**src/rtl/mac_pkg.sv**
```systemverilog
package mac_pkg;

   typedef enum logic [2:0] {
      BD_ZERO,
      BD_POS1,
      BD_POS2,
      BD_NEG1,
      BD_NEG2
   } booth_dig_t;

   // Overlapping triple {y[2i+1], y[2i], y[2i-1]} -> signed digit
   function automatic booth_dig_t booth_decode(input logic [2:0] trip);
      booth_dig_t d;
      case (trip)
         3'b001, 3'b010: d = BD_POS1;
         3'b011:         d = BD_POS2;
         3'b100:         d = BD_NEG2;
         3'b101, 3'b110: d = BD_NEG1;
         default:        d = BD_ZERO;
      endcase
      return d;
   endfunction

   // operands left after one layer of 3:2 compressors
   function automatic int csa_next(input int n);
      return 2 * (n / 3) + (n % 3);
   endfunction

   function automatic int csa_count(input int n, input int lvl);
      int c;
      c = n;
      for (int i = 0; i < lvl; i++) c = csa_next(c);
      return c;
   endfunction

   function automatic int csa_depth(input int n);
      int c;
      int d;
      c = n;
      d = 0;
      while (c > 2) begin
         c = csa_next(c);
         d++;
      end
      return d;
   endfunction

endpackage

```
**src/rtl/mac_csa3.sv**
```systemverilog
module mac_csa3 #(
   parameter int W = 32
) (
   input  logic [W-1:0] a,
   input  logic [W-1:0] b,
   input  logic [W-1:0] c,
   output logic [W-1:0] s,
   output logic [W-1:0] cy
);
   assign s  = a ^ b ^ c;
   assign cy = {(a[W-2:0] & b[W-2:0]) | (a[W-2:0] & c[W-2:0]) | (b[W-2:0] & c[W-2:0]), 1'b0};
endmodule

```
**src/rtl/mac_booth_rows.sv**
```systemverilog
module mac_booth_rows
   import mac_pkg::*;
#(
   parameter  int OP_W = 16,
   localparam int PW   = 2 * OP_W,
   localparam int NROW = OP_W / 2
) (
   input  logic [OP_W-1:0]           mcand,
   input  logic [OP_W-1:0]           mplier,
   output logic [NROW-1:0][PW-1:0]   rows,
   output logic [PW-1:0]             neg_bits
);
   logic [OP_W:0]    y_ext;
   logic [PW-1:0]    x_ext;
   logic [NROW-1:0]  neg_v;

   assign y_ext = {mplier, 1'b0};
   assign x_ext = {{OP_W{mcand[OP_W-1]}}, mcand};

   for (genvar i = 0; i < NROW; i++) begin : g_row
      booth_dig_t   dig;
      logic [PW-1:0] mag;

      assign dig = booth_decode(y_ext[2*i+2 : 2*i]);

      always_comb begin
         case (dig)
            BD_POS1, BD_NEG1: mag = x_ext;
            BD_POS2, BD_NEG2: mag = {x_ext[PW-2:0], 1'b0};
            default:          mag = '0;
         endcase
      end

      assign neg_v[i] = (dig == BD_NEG1) || (dig == BD_NEG2);
      // one's complement here, the +1 travels in neg_bits at weight 2i
      assign rows[i]  = (neg_v[i] ? ~mag : mag) << (2 * i);
   end

   always_comb begin
      neg_bits = '0;
      for (int i = 0; i < NROW; i++) neg_bits[2*i] = neg_v[i];
   end
endmodule

```
**src/rtl/mac_csa_reduce.sv**
```systemverilog
module mac_csa_reduce
   import mac_pkg::*;
#(
   parameter int N_IN     = 9,
   parameter int W        = 32,
   parameter bit USE_TREE = 1'b1
) (
   input  logic [N_IN-1:0][W-1:0] ops,
   output logic [W-1:0]           sum,
   output logic [W-1:0]           carry
);
   if (N_IN < 3) begin : g_bad_n
      $error("mac_csa_reduce needs at least three operands");
   end

   if (USE_TREE) begin : g_tree
      localparam int LV = csa_depth(N_IN);
      logic [W-1:0] st [LV+1][N_IN];

      for (genvar e = 0; e < N_IN; e++) begin : g_in
         assign st[0][e] = ops[e];
      end

      for (genvar l = 0; l < LV; l++) begin : g_lvl
         localparam int NL = csa_count(N_IN, l);
         localparam int NG = NL / 3;
         localparam int NR = NL % 3;
         localparam int NN = 2 * NG + NR;

         for (genvar g = 0; g < NG; g++) begin : g_cmp
            mac_csa3 #(.W(W)) u_csa (
               .a (st[l][3*g]),
               .b (st[l][3*g+1]),
               .c (st[l][3*g+2]),
               .s (st[l+1][2*g]),
               .cy(st[l+1][2*g+1])
            );
         end
         for (genvar r = 0; r < NR; r++) begin : g_pass
            assign st[l+1][2*NG+r] = st[l][3*NG+r];
         end
         for (genvar e = NN; e < N_IN; e++) begin : g_idle
            assign st[l+1][e] = '0;
         end
      end

      assign sum   = st[LV][0];
      assign carry = st[LV][1];
   end else begin : g_array
      logic [W-1:0] cs [N_IN-1];
      logic [W-1:0] cc [N_IN-1];

      assign cs[0] = ops[0];
      assign cc[0] = ops[1];
      for (genvar i = 2; i < N_IN; i++) begin : g_step
         mac_csa3 #(.W(W)) u_csa (
            .a (cs[i-2]),
            .b (cc[i-2]),
            .c (ops[i]),
            .s (cs[i-1]),
            .cy(cc[i-1])
         );
      end

      assign sum   = cs[N_IN-2];
      assign carry = cc[N_IN-2];
   end
endmodule

```
**src/rtl/mac_top.sv**
```systemverilog
module mac_top #(
   parameter  int OP_W     = 16,
   parameter  bit USE_TREE = 1'b1,
   localparam int PW       = 2 * OP_W,
   localparam int NROW     = OP_W / 2,
   localparam int NOPS     = NROW + 1
) (
   input  logic            clk,
   input  logic            rst_n,
   input  logic            in_vld,
   input  logic            clr,
   input  logic [OP_W-1:0] op_x,
   input  logic [OP_W-1:0] op_y,
   output logic            res_vld,
   output logic [PW-1:0]   res
);
   if (OP_W < 4 || (OP_W % 2) != 0) begin : g_bad_width
      $error("mac_top: OP_W must be even and at least 4");
   end

   logic [NROW-1:0][PW-1:0] rows;
   logic [PW-1:0]           neg_bits;
   logic [NOPS-1:0][PW-1:0] ops;
   logic [PW-1:0]           red_s, red_c;

   mac_booth_rows #(.OP_W(OP_W)) u_rows (
      .mcand   (op_x),
      .mplier  (op_y),
      .rows    (rows),
      .neg_bits(neg_bits)
   );

   for (genvar i = 0; i < NROW; i++) begin : g_ops
      assign ops[i] = rows[i];
   end
   assign ops[NROW] = neg_bits;

   mac_csa_reduce #(.N_IN(NOPS), .W(PW), .USE_TREE(USE_TREE)) u_reduce (
      .ops  (ops),
      .sum  (red_s),
      .carry(red_c)
   );

   // stage 1: sum/carry registers
   logic [PW-1:0] s_q, c_q;
   logic          vld1_q, clr1_q;

   always_ff @(posedge clk or negedge rst_n) begin
      if (!rst_n) begin
         s_q    <= '0;
         c_q    <= '0;
         vld1_q <= 1'b0;
         clr1_q <= 1'b0;
      end else begin
         vld1_q <= in_vld;
         if (in_vld) begin
            s_q    <= red_s;
            c_q    <= red_c;
            clr1_q <= clr;
         end
      end
   end

   // stage 2: three-operand merge and final add
   logic [PW-1:0] acc_q, fb, m_s, m_c, nxt;
   logic          vld2_q;

   assign fb = clr1_q ? '0 : acc_q;

   mac_csa3 #(.W(PW)) u_merge (
      .a (s_q),
      .b (c_q),
      .c (fb),
      .s (m_s),
      .cy(m_c)
   );

   assign nxt = m_s + m_c;

   always_ff @(posedge clk or negedge rst_n) begin
      if (!rst_n) begin
         acc_q  <= '0;
         vld2_q <= 1'b0;
      end else begin
         vld2_q <= vld1_q;
         if (vld1_q) acc_q <= nxt;
      end
   end

   assign res     = acc_q;
   assign res_vld = vld2_q;
endmodule

```
**config.mk**
```make
export PLATFORM = sky130hd
export DESIGN_NAME = mac_top
export DESIGN_NICKNAME = d
export VERILOG_FILES = /design/src/rtl/mac_pkg.sv /design/src/rtl/mac_csa3.sv /design/src/rtl/mac_booth_rows.sv /design/src/rtl/mac_csa_reduce.sv /design/src/rtl/mac_top.sv
export SDC_FILE = /design/constraint.sdc
export NUM_CORES = 1
export LEC_CHECK = 0
export ABC_AREA = 1
export BUFFER_PORTS_ARGS = -buffer_cell sky130_fd_sc_hd__buf_2
export CORE_ASPECT_RATIO = 1.5
export CORE_MARGIN = 10
export CORE_UTILIZATION = 49
export DETAILED_ROUTE_END_ITERATION = 7
export PLACE_DENSITY = 0.65
export SYNTH_ARGS = -nofsm -noshare
export SYNTH_HDL_FRONTEND = slang
export SYNTH_SLANG_ARGS = --single-unit
```
**constraint.sdc**
```tcl
create_clock -name clk -period 4.09 [get_ports clk]
set_clock_uncertainty 0.05 [all_clocks]
set_input_delay 0.409 -clock clk [delete_from_list [all_inputs] [get_ports clk]]
set_output_delay 0.409 -clock clk [all_outputs]
set_load 0.02 [all_outputs]
```
==> results of run 1 <==
-- state kept, by name, summed over array words and instances, names as in the netlist --
register,cells
res,32
s_q,32
c_q,28
clr1_q,1
res_vld,1
vld1_q,1
-- logic make-up (layout without fill, tap and decap cells) --
kind of cell | Yosys count | in the layout | share of synthesized area, %
AOI/OAI and AO/OA | 190 | 190 | 9.34
xor gates and xnor gates | 151 | 151 | 10.5
adders and majority gates | 220 | 220 | 29.2
buffers and inverters | 418 | 487 | 12.6
DFF | 95 | 95 | 18.4
and+or+nand+nor | 633 | 633 | 19.9
-- power groups by stage --
stage	clock [mW]	combinational (mW)	sequential, mW
floorplan	0	6.79	1.90
global placement	0	8.94	1.78
detailed placement	0	9.14	1.79
CTS	0.839	9.19	1.78
global route	0.869	10.7	1.83
finish	0.817	9.12	1.77
-- synth_stat cells, drive strengths merged (26+ instances only) --
| cell | n | area (um2) |
|---|---|---|
| inv | 349 | 1320 |
| nand3 | 48 | 240 |
| xor2 | 126 | 1130 |
| nand2 | 485 | 1880 |
| o21ai | 38 | 198 |
| buf | 26 | 150 |
| dfrtp | 95 | 2380 |
| fa | 136 | 2720 |
| nor2 | 74 | 295 |
| ha | 84 | 1050 |
| clkbuf | 40 | 150 |
| o22ai | 122 | 807 |
-- cell usage in the layout (no fill, tap or decap), types with 13 or more instances in the layout --
cell and n:
a21oi_1 20, buf_2 67, buf_4 52, dfrtp_1 95
fa_1 136, ha_1 84, inv_1 336, nand2_1 468
nand2_2 13, nand3_1 48, nor2_1 71, o21ai_0 29
o22ai_1 115, xnor2_1 24, xor2_1 123
-- worst max-delay path, delay by kind of cell --
family,cells,cell delay (ns)
fa+ha+maj,5,2.01
simple gates,3,0.29
buf+inv,4,0.35
xor+xnor,1,0.17
compound gates,2,0.64
-- per-stage QoR --
| step | worst slack, ns | instance area (um2) |
|---|---|---|
| after detailed placement | -0.0122 | 13800 |
| after global placement | 0.0713 | 13800 |
| after global routing | 0.135 | 14000 |
| final | 0.367 | 14000 |
| after CTS | 0.376 | 14000 |
| after floorplan | 0.381 | 12900 |
-- routing by layer --
metal | global-route usage, % | up-vias | share of wire [%] | wire (um)
li1 | - | 5337 | - | -
met1 | 23.6 | 5112 | 41 | 13900
met2 | 37.5 | 261 | 51 | 17400
met3 | 2.23 | 71 | 3.5 | 1180
met4 | 9.53 | 0 | 4.3 | 1470
met5 | 0 | - | 0 | 0
-- worst paths after layout --
kind | from | to | slack [ns] | cells past startpoint
max | op_y[13] | s_q[30]$_DFFE_PN0P_ | 0.37 | 15
min | rst_n | res[3]$_DFFE_PN0P_ | 0.08 | 1
max reg2reg | clr1_q$_DFFE_PN0P_ | res[18]$_DFFE_PN0P_ | 0.64 | 13
min reg2reg | c_q[31]$_DFFE_PN0P_ | c_q[31]$_DFFE_PN0P_ | 0.44 | 2
max in group asynchronous | rst_n | clr1_q$_DFFE_PN0P_ | 3.05 | 2
min in group clk | clr | clr1_q$_DFFE_PN0P_ | 0.22 | 3
-- cell type report --
class / instances / share of cell area [%]
Timing Repair Buffer: 119 / 5.17
Sequential cell: 95 / 16.9
Multi-Input combinational cell: 1194 / 63.5
Clock inverter: 7 / 0.375
Tap cell: 333 / 2.97
Inverter: 352 / 9.45
Clock buffer: 9 / 1.61
==> flow_metrics.env, run 1 <==
export IMPL_status="finished, final reports clean"
export IMPL_end_kind="register"
export IMPL_seq_area_um2=2380
export IMPL_p_comb_share_pct=77.9
export IMPL_finalCritPeriodShare_pct=91.0
export IMPL_clockPowerShare_pct=7.0
export IMPL_nFillCells=2556
export IMPL_coreArea_um2=25900
export IMPL_numCtsBuffers=9
export IMPL_hold_buffers=0
export IMPL_vias=10800
export IMPL_slew_violations=0
export IMPL_cp_data_arrival_time_ns=3.90
export IMPL_n_antenna_cell=0
export IMPL_cellLeakagePower_nw=7.87
export IMPL_synthCells=1707
export IMPL_clkTransAtPathRegs_ns=0.07
export IMPL_die_x_um=153
export IMPL_syn_avg_cell_area_um2=7.56
export IMPL_fmax_ghz=0.269
export IMPL_hold_viol=0
export IMPL_floorplan_initialDensity_pct=49.9
export IMPL_postCtsSetupRepairBufs=0
export IMPL_nets=2027
export IMPL_power_internal_mw=5.34
export IMPL_track_usage_pct=20.5
export IMPL_synthArstFlopShare_pct=100
export IMPL_overflow=0
export IMPL_drt_initial_drc_count=703
export IMPL_ctsHtreeMaxLevel=3
export IMPL_switchingPower_mw=6.36
export IMPL_tns_ns=0
export IMPL_drc=0
export IMPL_maxSlewHeadroom_pct=40.3
export IMPL_path_class="input pin to register"
export IMPL_synthFlopType="dfrtp_1"
export IMPL_seq_power_share_pct=15.1
export IMPL_hold_ws_ns=0.0773
export IMPL_vias_per_cell=5.11
export IMPL_area_growth_syn_to_layout_pct=8.67
export IMPL_cts_resized=0
export IMPL_worst_path_max_fanout=17
export IMPL_path_cells="buf_2 -> inv_1 -> ha_1 -> nand2_1 -> nor2_1 -> a21oi_4 -> xor2_1 -> ha_1 -> inv_1 -> fa_1 -> inv_1 -> fa_1 -> fa_1 -> nand2_1 -> o21ai_0"
export IMPL_clock_latency_ns=0.37
export IMPL_crit_slowest_cell="a21oi_4"
export IMPL_finalSetupViolCount=0
export IMPL_required_ns=4.26
export IMPL_io_buffers=68
export IMPL_dr_pass1_iters=5
export IMPL_cts_tree="built"
export IMPL_clock_sinks=95
export IMPL_p_per_area_nw_per_um2=834
export IMPL_io_pins=69
export IMPL_cts_root_buf="clkbuf_16"
export IMPL_netSwitchingFraction_pct=54.3
export IMPL_die_y_um=219
export IMPL_multiInputGateArea_um2=8910
export IMPL_synth_edf_count=0
export IMPL_worst_pin_slew_ns=0.891
export IMPL_grt_pass1_wl_mm=56.0
export IMPL_rsz0062_at_grt="false"
export IMPL_instances_no_fill=2109
export IMPL_clock_path_buffers=2
export IMPL_hpwlAfterDp_mm=28.5
export IMPL_final_antenna_net_count=0
export IMPL_synth_cell_types=42
export IMPL_rows=72
export IMPL_antenna_found_initial=0
export IMPL_gp_congestion=0.938
export IMPL_grt_pass1_vias=11100
export IMPL_drive_above_1_share_pct=10.4
export IMPL_power_mw=11.7
export IMPL_ys_ff_latch=95
export IMPL_fin_util_pct=54.3
export IMPL_worst_setup_path_start_kind="input pin"
export IMPL_cap_violations=0
export IMPL_yosysWarnings=0
export IMPL_avgRoutedWirePerCell_um=16.1
export IMPL_dpl_cell_count=2093
export IMPL_syn_cell_area_um2=12900
export IMPL_min_period_ns=3.72
export IMPL_dieArea_um2=33400
export IMPL_wirelength_mm=33.9
export IMPL_synth_seq_area_share_pct=18.4
export IMPL_min_delay_path_class="input pin to async pin"
export IMPL_synth_nets=1963
export IMPL_grt_max_degree=71
export IMPL_cp_slowest_stage_delay_ns=0.56
export IMPL_vdd_drop_max_mv=0.345
(Power assumes the default switching activity.)
==> run 2, diff against run 1 <==
--- a/config.mk
+++ b/config.mk
@@ -6,10 +6,12 @@
 export NUM_CORES = 1
 export LEC_CHECK = 0
 export ABC_AREA = 1
+export ABC_CLOCK_PERIOD_IN_PS = 4090
 export BUFFER_PORTS_ARGS = -buffer_cell sky130_fd_sc_hd__buf_2
 export CORE_ASPECT_RATIO = 1.5
 export CORE_MARGIN = 10
 export CORE_UTILIZATION = 49
+export CTS_CLUSTER_DIAMETER = 80
 export DETAILED_ROUTE_END_ITERATION = 7
 export PLACE_DENSITY = 0.65
 export SYNTH_ARGS = -nofsm -noshare
==> constraint.sdc (replaced) <==
create_clock -name clk -period 4.09 [get_ports clk]
set_clock_uncertainty 0.05 [all_clocks]
set_input_delay 0.6135 -clock clk [delete_from_list [all_inputs] [get_ports clk]]
set_output_delay 0.6135 -clock clk [all_outputs]
set_load 0.02 [all_outputs]
==> flow_metrics.env, run 2 (synthesis gave the netlist of run 1 again) <==
export IMPL_p_per_area_nw_per_um2=822
export IMPL_slew_violations=0
export IMPL_rows=72
export IMPL_drt_initial_drc_count=562
export IMPL_finalSetupViolCount=0
export IMPL_io_pins=69
export IMPL_track_usage_pct=19.7
export IMPL_nets=2044
export IMPL_r2r_start="clr1_q$_DFFE_PN0P_"
export IMPL_antenna_found_initial=0
export IMPL_worst_path_max_fanout=5
export IMPL_worst_path_most_repeated_cell="inv_1"
export IMPL_finalCritPeriodShare_pct=93.3
export IMPL_rsz0062_at_grt="false"
export IMPL_design_area_um2=14200
export IMPL_fin_util_pct=55.0
export IMPL_clkTransAtPathRegs_ns=0.08
export IMPL_nFillCells=2509
export IMPL_drive_above_1_share_pct=11.3
export IMPL_worst_pin_slew_ns=0.880
export IMPL_end_kind="register"
export IMPL_min_delay_path_class="input pin to async pin"
export IMPL_cts_resized=0
export IMPL_vias=10800
export IMPL_grt_pass1_wl_mm=54.6
export IMPL_fin_ws_ns=0.274
export IMPL_postCtsSetupRepairBufs=0
export IMPL_worst_path_buf_inv=8
export IMPL_cap_violations=0
export IMPL_die_x_um=153
export IMPL_hold_ws_ns=0.265
export IMPL_min_period_ns=3.82
export IMPL_crit_path_end="s_q[21]$_DFFE_PN0P_"
export IMPL_r2r_cells=13
export IMPL_clock_latency_ns=0.37
export IMPL_dr_pass1_iters=5
export IMPL_ctsHtreeMaxLevel=3
export IMPL_final_antenna_net_count=0
export IMPL_clock_path_buffers=2
export IMPL_final_common_cell="nand2_1"
export IMPL_drc=0
export IMPL_crit_slowest_cell="fa_1"
export IMPL_path_class="input pin to register"
export IMPL_fmax_ghz=0.262
export IMPL_dieArea_um2=33400
export IMPL_vias_per_cell=5.07
export IMPL_status="finished, final reports clean"
export IMPL_hpwlAfterDp_mm=27.3
export IMPL_clock_sinks=95
export IMPL_maxSlewHeadroom_pct=40.9
export IMPL_crit_family="adder cells"
export IMPL_wirelength_mm=32.4
export IMPL_final_cell_mix="468 x nand2_1, 336 x inv_1, 136 x fa_1"
export IMPL_crit_path_start="op_y[1]"
export IMPL_worst_setup_path_start_kind="input pin"
export IMPL_floorplan_initialDensity_pct=49.9
export IMPL_overflow=0
export IMPL_die_y_um=219
export IMPL_required_ns=4.34
export IMPL_dp_slack_ns=-0.138
export IMPL_reg2reg_setup_slack_ns=0.97
export IMPL_hold_buffers=0
export IMPL_grt_max_degree=65
export IMPL_numCtsBuffers=9
export IMPL_hold_viol=0
export IMPL_area_growth_syn_to_layout_pct=10.1
export IMPL_cts_tree="built"
export IMPL_path_cells="buf_2 -> inv_6 -> buf_4 -> o21ai_0 -> inv_1 -> ha_1 -> xor2_1 -> buf_4 -> inv_1 -> fa_1 -> inv_1 -> fa_1 -> inv_1 -> fa_1 -> nand2_1 -> nand2_1"
export IMPL_n_antenna_cell=0
export IMPL_avgRoutedWirePerCell_um=15.2
export IMPL_place_area_um2=13900
export IMPL_cellLeakagePower_nw=7.97
export IMPL_cp_slowest_stage_delay_ns=0.50
export IMPL_rr_endpoint="res[29]$_DFFE_PN0P_"
export IMPL_grt_pass1_vias=11000
export IMPL_cp_data_arrival_time_ns=4.07
export IMPL_cts_root_buf="clkbuf_16"
export IMPL_io_buffers=68
export IMPL_coreArea_um2=25900
export IMPL_gp_congestion=0.932
export IMPL_critical_path_cell_count=16
export IMPL_vdd_drop_max_mv=0.382
==> run 2: changes by cell type in the layout (fill, tap and decap cells not counted) <==
cell	change
buf_4	+14
clkinv_2	-1
clkbuf_8	+1
inv_8	+2
clkinv_4	+1
inv_6	-3
buf_12	+3
==> run 2: area by class of cell <==
type	count	area, um2	area share [%]
multi-input combinational	1194	8910	62.7
timing repair buffer	136	891	6.27
clock inverter	6	52.6	0.370
inverter	352	1330	9.33
clock buffer	10	239	1.68
tap	333	417	2.93
sequential	95	2380	16.7
==> run 2: per-layer routing <==
layer | part of all wire, % | vias to the layer above | track usage, %
li1 | - | 5396 | -
met1 | 42 | 5038 | 22.8
met2 | 50 | 272 | 35.7
met3 | 3.8 | 78 | 2.27
met4 | 4.2 | 0 | 9.37
met5 | 0 | - | 0
==> run 2: worst min path at each step <==
stage,to,slack [ns],cells past startpoint
floorplan,c_q[10]$_DFFE_PN0P_,0.27,0
global placement,c_q[31]$_DFFE_PN0P_,0.43,2
detailed placement,c_q[31]$_DFFE_PN0P_,0.43,2
CTS,res[12]$_DFFE_PN0P_,0.31,1
global route,res[4]$_DFFE_PN0P_,0.35,1
finish,res[16]$_DFFE_PN0P_,0.26,1
==> run 2: report_power, final <==
part	leakage [nW]	total (mW)	switching, mW	internal [mW]
registers	1.17	1.75	0.332	1.42
logic	6.66	9.08	5.55	3.53
clock network	0.143	0.854	0.414	0.440
total	7.97	11.7	6.30	5.39
==> run 2: per-stage QoR <==
step           instances  total power [mW]  TNS, ns
3_3_place_gp        2110              10.7   -0.195
3_5_place_dp        2110              10.9   -0.852
2_1_floorplan       1707              8.69        0
6_report            2126              11.7        0
5_1_grt             2126              13.4        0
4_1_cts             2126              11.8        0
